File: src/rtl/msum_pkg.sv
package msum_pkg;
  // Output port source selection
  typedef enum logic [1:0] {
    OSEL_OFF  = 2'd0,
    OSEL_LIVE = 2'd1,
    OSEL_HELD = 2'd2
  } osel_e;
endpackage

File: src/rtl/msum_ld_reg.sv
module msum_ld_reg #(
  parameter int W = 12
) (
  input  logic         clk,
  input  logic         rst,
  input  logic         ld,
  input  logic [W-1:0] d,
  output logic [W-1:0] q
);
  always_ff @(posedge clk) begin
    if (rst)     q <= '0;
    else if (ld) q <= d;
  end


  hold_chk: assert property (@(posedge clk) disable iff (rst)
    !ld |=> (q == $past(q)));


  load_chk: assert property (@(posedge clk) disable iff (rst)
    ld |=> (q == $past(d)));


  rst_clear_chk: assert property (@(posedge clk)
    rst |=> (q == '0));
endmodule

File: src/rtl/msum_mult.sv
module msum_mult #(
  parameter int AW = 12,
  parameter int BW = 12
) (
  input  logic               clk,
  input  logic               rst,
  input  logic [AW-1:0]      a,
  input  logic [BW-1:0]      b,
  output logic [AW+BW-1:0]   prod
);
  localparam int PW = AW + BW;
  localparam logic [AW-1:0] AMIN = {1'b1, {(AW-1){1'b0}}};
  localparam logic [BW-1:0] BMIN = {1'b1, {(BW-1){1'b0}}};
  localparam logic [PW-1:0] MINSQ = {2'b01, {(PW-2){1'b0}}};

  logic signed [PW-1:0] full;

  always_comb full = $signed(a) * $signed(b);

  always_ff @(posedge clk) begin
    if (rst) prod <= '0;
    else     prod <= full;
  end


  min_sq_chk: assert property (@(posedge clk) disable iff (rst)
    (a == AMIN && b == BMIN) |=> (prod == MINSQ));


  zero_op_chk: assert property (@(posedge clk) disable iff (rst)
    (a == '0 || b == '0) |=> (prod == '0));
endmodule

File: src/rtl/msum_add.sv
module msum_add #(
  parameter int PW = 24,
  parameter int CW = 26
) (
  input  logic [PW-1:0] p,
  input  logic [CW-1:0] c,
  output logic [CW-1:0] sum
);
  logic [CW-1:0] p_ext;

  generate
    if (CW > PW) begin : g_ext
      always_comb p_ext = {{(CW-PW){p[PW-1]}}, p};
    end else begin : g_trunc
      always_comb p_ext = p[CW-1:0];
    end
  endgenerate

  // carry out discarded: wraps modulo 2^CW
  always_comb sum = c + p_ext;


  always_comb begin
    if (p == '0) zero_prod_chk: assert (sum == c);
  end
endmodule

File: src/rtl/msum_out_stage.sv
module msum_out_stage
  import msum_pkg::*;
#(
  parameter int CW = 26
) (
  input  logic          clk,
  input  logic          rst,
  input  logic [CW-1:0] sum_live,
  input  logic          pass,
  input  logic          dis,
  output logic [CW-1:0] sum_out,
  output logic          out_valid
);
  logic [CW-1:0] s_q;
  logic          alive_q;
  osel_e         sel;

  always_ff @(posedge clk) begin
    if (rst) begin
      s_q     <= '0;
      alive_q <= 1'b0;
    end else begin
      s_q     <= sum_live;
      alive_q <= 1'b1;
    end
  end

  always_comb begin
    if (dis)       sel = OSEL_OFF;
    else if (pass) sel = OSEL_LIVE;
    else           sel = OSEL_HELD;
  end

  always_comb begin
    unique case (sel)
      OSEL_LIVE: sum_out = sum_live;
      OSEL_HELD: sum_out = s_q;
      default:   sum_out = '0;
    endcase
    out_valid = (sel != OSEL_OFF);
  end


  sreg_cap_chk: assert property (@(posedge clk) disable iff (rst)
    alive_q |-> (s_q == $past(sum_live)));


  held_lag_chk: assert property (@(posedge clk) disable iff (rst)
    (alive_q && !pass && !dis) |-> (sum_out == $past(sum_live)));


  dis_zero_chk: assert property (@(posedge clk) disable iff (rst)
    dis |-> (sum_out == '0 && !out_valid));
endmodule

File: src/rtl/msum_top.sv
module msum_top #(
  parameter int A_W = 12,
  parameter int B_W = 12,
  parameter int C_W = 26
) (
  input  logic           clk,
  input  logic           rst,
  input  logic [A_W-1:0] a_in,
  input  logic           a_load,
  input  logic [B_W-1:0] b_in,
  input  logic           b_load,
  input  logic [C_W-1:0] c_in,
  input  logic           c_load,
  input  logic           pass_thru,
  input  logic           out_dis,
  output logic [C_W-1:0] sum_out,
  output logic           out_valid
);
  localparam int P_W = A_W + B_W;

  logic [A_W-1:0] a_q;
  logic [B_W-1:0] b_q;
  logic [C_W-1:0] c_q;
  logic [P_W-1:0] p_q;
  logic [C_W-1:0] sum_live;

  msum_ld_reg #(.W(A_W)) u_areg (
    .clk(clk), .rst(rst), .ld(a_load), .d(a_in), .q(a_q));
  msum_ld_reg #(.W(B_W)) u_breg (
    .clk(clk), .rst(rst), .ld(b_load), .d(b_in), .q(b_q));
  msum_ld_reg #(.W(C_W)) u_creg (
    .clk(clk), .rst(rst), .ld(c_load), .d(c_in), .q(c_q));

  msum_mult #(.AW(A_W), .BW(B_W)) u_mult (
    .clk(clk), .rst(rst), .a(a_q), .b(b_q), .prod(p_q));

  msum_add #(.PW(P_W), .CW(C_W)) u_add (
    .p(p_q), .c(c_q), .sum(sum_live));

  msum_out_stage #(.CW(C_W)) u_out (
    .clk(clk), .rst(rst), .sum_live(sum_live), .pass(pass_thru),
    .dis(out_dis), .sum_out(sum_out), .out_valid(out_valid));


  live_path_chk: assert property (@(posedge clk) disable iff (rst)
    (pass_thru && !out_dis && c_q == '0) |-> (sum_out == {{(C_W-P_W){p_q[P_W-1]}}, p_q}));
endmodule

File: config.mk
export PLATFORM = sky130hd
export DESIGN_NAME = msum_top
export DESIGN_NICKNAME = d
export VERILOG_FILES = /design/src/rtl/msum_pkg.sv /design/src/rtl/msum_ld_reg.sv /design/src/rtl/msum_mult.sv /design/src/rtl/msum_add.sv /design/src/rtl/msum_out_stage.sv /design/src/rtl/msum_top.sv
export SDC_FILE = /design/constraint.sdc
export NUM_CORES = 1
export LEC_CHECK = 0
export CAP_MARGIN = 0
export CORE_MARGIN = 2
export CORE_UTILIZATION = 50
export DETAILED_ROUTE_END_ITERATION = 16
export PLACE_DENSITY_LB_ADDON = 0.2
export RECOVER_POWER = 50
export SLEW_MARGIN = 20
export SYNTH_ARGS = -nofsm -noshare
export SYNTH_HDL_FRONTEND = slang
export SYNTH_HIERARCHICAL = 1
export SYNTH_SLANG_ARGS = --single-unit
File: constraint.sdc
create_clock -name clk -period 8.5 [get_ports clk]
set_input_delay 1.7 -clock clk [delete_from_list [all_inputs] [get_ports clk]]
set_output_delay 1.7 -clock clk [all_outputs]
set_load 0.02 [all_outputs]
==> results.yml <==
die:
  die_y_um: 147
  ios: 84
  coreArea_mm2: 0.0202
  start_util: 0.508
  rows: 52
  dieWidth_um: 147
  dieArea_mm2: 0.0217
synth:
  synth_top_area_frac: 0.271
  synth.distinct_cells: 63
  ys_seq_elements: 100
  syn-num-nets: 1391
  synth-edff-count: 0
  netlist_instances: 1119
  yosysSeqAreaShare: 0.195
  async_flop_share: 0
  synth_area_mm2: 0.0103
  synth_top_flop_cell: "dfxtp_1"
  yosys-top-cells-count: "inv_1 (169), fa_1 (139), nor2_1 (113)"
  yosysWarnings: 6
  ys_top_cells_by_area: "fa_1 (27%), dfxtp_1 (20%), ha_1 (9.3%), mux2i_1 (7.4%), inv_1 (6.2%)"
  yosysMostFrequentCell: "inv_1"
  avgSynthCellArea_um2: 9.16
  yosys.area.top_type: "fa_1"
finish:
  n_fill_cell: 1865
  regArea_mm2: 0.00200
  drive_gt1_frac: 0.0264
  nNetsFinal: 1440
  area_growth_pct: 11.4
  multiInputGateArea_mm2: 0.00732
  antenna_cells: 0
critical_path:
  cp.required_ns: 8.73
  ff2ff_path_depth: 18
  start_kind: "input port"
  crit_path_max_fanout: 82
  end_kind: "flop"
  r2r-start: "u_breg/q[0]$_SDFFE_PP0P_"
  r2r-end: "u_mult/prod[20]$_SDFF_PP0_"
  cp.arrival_ns: 5.74
  critPathKind: "in -> reg"
  ff2ff_setup_slack_ns: 3.02
sta:
  period_share: 0.648
  rsz0062_at_grt: "false"
  timing.final.ws_setup_ns: 2.99
  period_needed_ns: 5.51
  final_hold_viol_count: 0
  clock_skew_ns: 0.0104
  setup_viol: 0
  fmax_mhz: 182
  whs_ns: 0.507
  slew_violations: 83
  worst_pin_slew_ns: 3.51
  setup_tns_ns: 0
  relSlewSlack: -1.34
global_route:
  grt_use_met1: 0.291
  met2_usage: 0.324
  globalRouteMet3Util: 0.0329
  grt_max_degree: 107
  grt_pass1_vias: 7308
  grtUsageTotal: 0.202
  overflow: 0
  grt_pass1_wl_um: 35700
  top_usage_layer: "met2"
  antenna_found_initial: 0
clocking:
  clockRootBuffer: "clkbuf_16"
  cts_tree: "built"
  cts_resized: 0
  cts_made_buffers: 9
  htree_levels: 3
  clk_pin_slew_ns: 0.07
  cts_sinks: 100
  postCtsSetupBuffers: 0
  clockBufferDepth: 2
  clk_latency_ns: 0.36
  cts_hold_buf: 0
power_and_ir_drop:
  power_density_mw_per_mm2: 135
  p_seq_frac: 0.365
  p_sw_w: 0.000552
  clockPowerShare: 0.265
  intPower_w: 0.000990
  p_leak_nw: 5.59
  power_frac_comb: 0.370
  p_sw_frac: 0.358
  ir_drop_uv: 96.7
run_status:
  status: "finished, violations left"
  violations: "max-capacitance violations, max-slew violations"
placement:
  pre_cts_ws_ns: 3.05
  io_buffers: 83
  hpwl_um: 16600
  place_congestion: 0.867
min_path:
  hp-class: "reg -> reg"
  hold_start: "u_creg/q[10]$_SDFFE_PP0P_"
  whs_endpoint: "u_creg/q[10]$_SDFFE_PP0P_"
  holdPathStages: 2
route:
  viasPerCell: 4.98
  num_vias: 7183
  totalWireLength_um: 20700
  dr.pass1.iters: 4
  drc: 0
  avgRoutedWirePerCell_um: 14.3
  ant_nets: 0
  drtIter0Drc: 319
job:
  cap_violations: 1
[state kept, by name, indices dropped and copies added (netlist names)]
name and flops:
u_areg/q 12, u_breg/q 12, u_creg/q 26, u_out/s_q 26, u_mult/prod 24
[power by group through the flow]
stage	logic (W)	registers, W	clock network, W
CTS	0.000575	0.000563	0.000425
floorplan	0.000446	0.000547	0
global route	0.000649	0.000570	0.000441
global placement	0.000562	0.000572	0
detailed placement	0.000572	0.000574	0
finish	0.000570	0.000563	0.000409
[stage by stage]
| step | total power, W | cell area (um^2) | util | instances |
|---|---|---|---|---|
| 4_1_cts | 0.00156 | 11400 | 0.567 | 1442 |
| 3_3_place_gp | 0.00113 | 11100 | 0.553 | 1426 |
| 6_report | 0.00154 | 11400 | 0.567 | 1443 |
| 2_1_floorplan | 0.000993 | 10300 | - | 1119 |
| 3_5_place_dp | 0.00115 | 11100 | 0.553 | 1426 |
| 5_1_grt | 0.00166 | 11400 | 0.567 | 1443 |
[layout make-up]
class                           instances  area share
Inverter                              170      0.0558
Multi-Input combinational cell        801       0.641
Timing Repair Buffer                   86      0.0738
Sequential cell                       100       0.175
Tap cell                              270      0.0296
Clock buffer                           10      0.0200
Clock inverter                          6     0.00482
[layer usage]
metal	up-vias	share of wire
li1	3634	-
met1	3394	0.50
met2	136	0.45
met3	19	0.038
met4	0	0.013
met5	-	0
[cells by family (layout without fill, tap and decap cells)]
group	after synthesis	in the layout	synth area share
simple gates	346	346	0.157
buf+inv	218	272	0.0907
fa+ha+maj	215	215	0.364
compound gates	122	122	0.0824
flops	100	100	0.195
mux	78	78	0.0764
xor+xnor	40	40	0.0342
[critical path, stage by stage]
cell      delay (ns)
clkbuf_1        0.77
clkbuf_1        2.49
nor3b_1         0.24
a211oi_1        0.37
o211ai_1        0.13
[how the worst max path moves through the flow]
| stage | from | end | depth (start not counted) |
|---|---|---|---|
| finish | rst | u_mult/prod[22]$_SDFF_PP0_ | 5 |
| global route | rst | u_mult/prod[22]$_SDFF_PP0_ | 5 |
| CTS | u_breg/q[0]$_SDFFE_PP0P_ | u_mult/prod[20]$_SDFF_PP0_ | 18 |
| detailed placement | u_breg/q[0]$_SDFFE_PP0P_ | u_mult/prod[20]$_SDFF_PP0_ | 18 |
| global placement | u_breg/q[0]$_SDFFE_PP0P_ | u_mult/prod[20]$_SDFF_PP0_ | 18 |
| floorplan | u_areg/q[11]$_SDFFE_PP0P_ | u_mult/prod[20]$_SDFF_PP0_ | 19 |
[layout by cell type (no fill, tap or decap), types with 2 or more instances in the layout]
cell type,instances
o21bai_1,10
a31oi_1,6
inv_1,169
o31ai_1,4
and3_1,4
clkinvlp_4,2
clkbuf_1,3
a211oi_1,5
nor3b_1,2
o211ai_1,4
o21ai_1,8
nor2b_1,38
and2_1,43
dlygate4sd3_1,2
a21o_1,17
buf_4,2
nor3_1,10
o2111ai_1,2
fa_1,139
clkbuf_16,9
o21ai_0,10
o21a_1,11
mux2i_1,76
xnor2_1,26
a21oi_2,2
nor2_1,113
or3_1,2
nand3_1,5
nand4_1,3
a21oi_1,26
xor2_1,14
clkdlybuf4s50_1,80
nand2b_1,4
inv_8,2
a311oi_1,3
ha_1,76
nand2_1,111
dfxtp_1,100
Power figures use the tool's default switching activity.
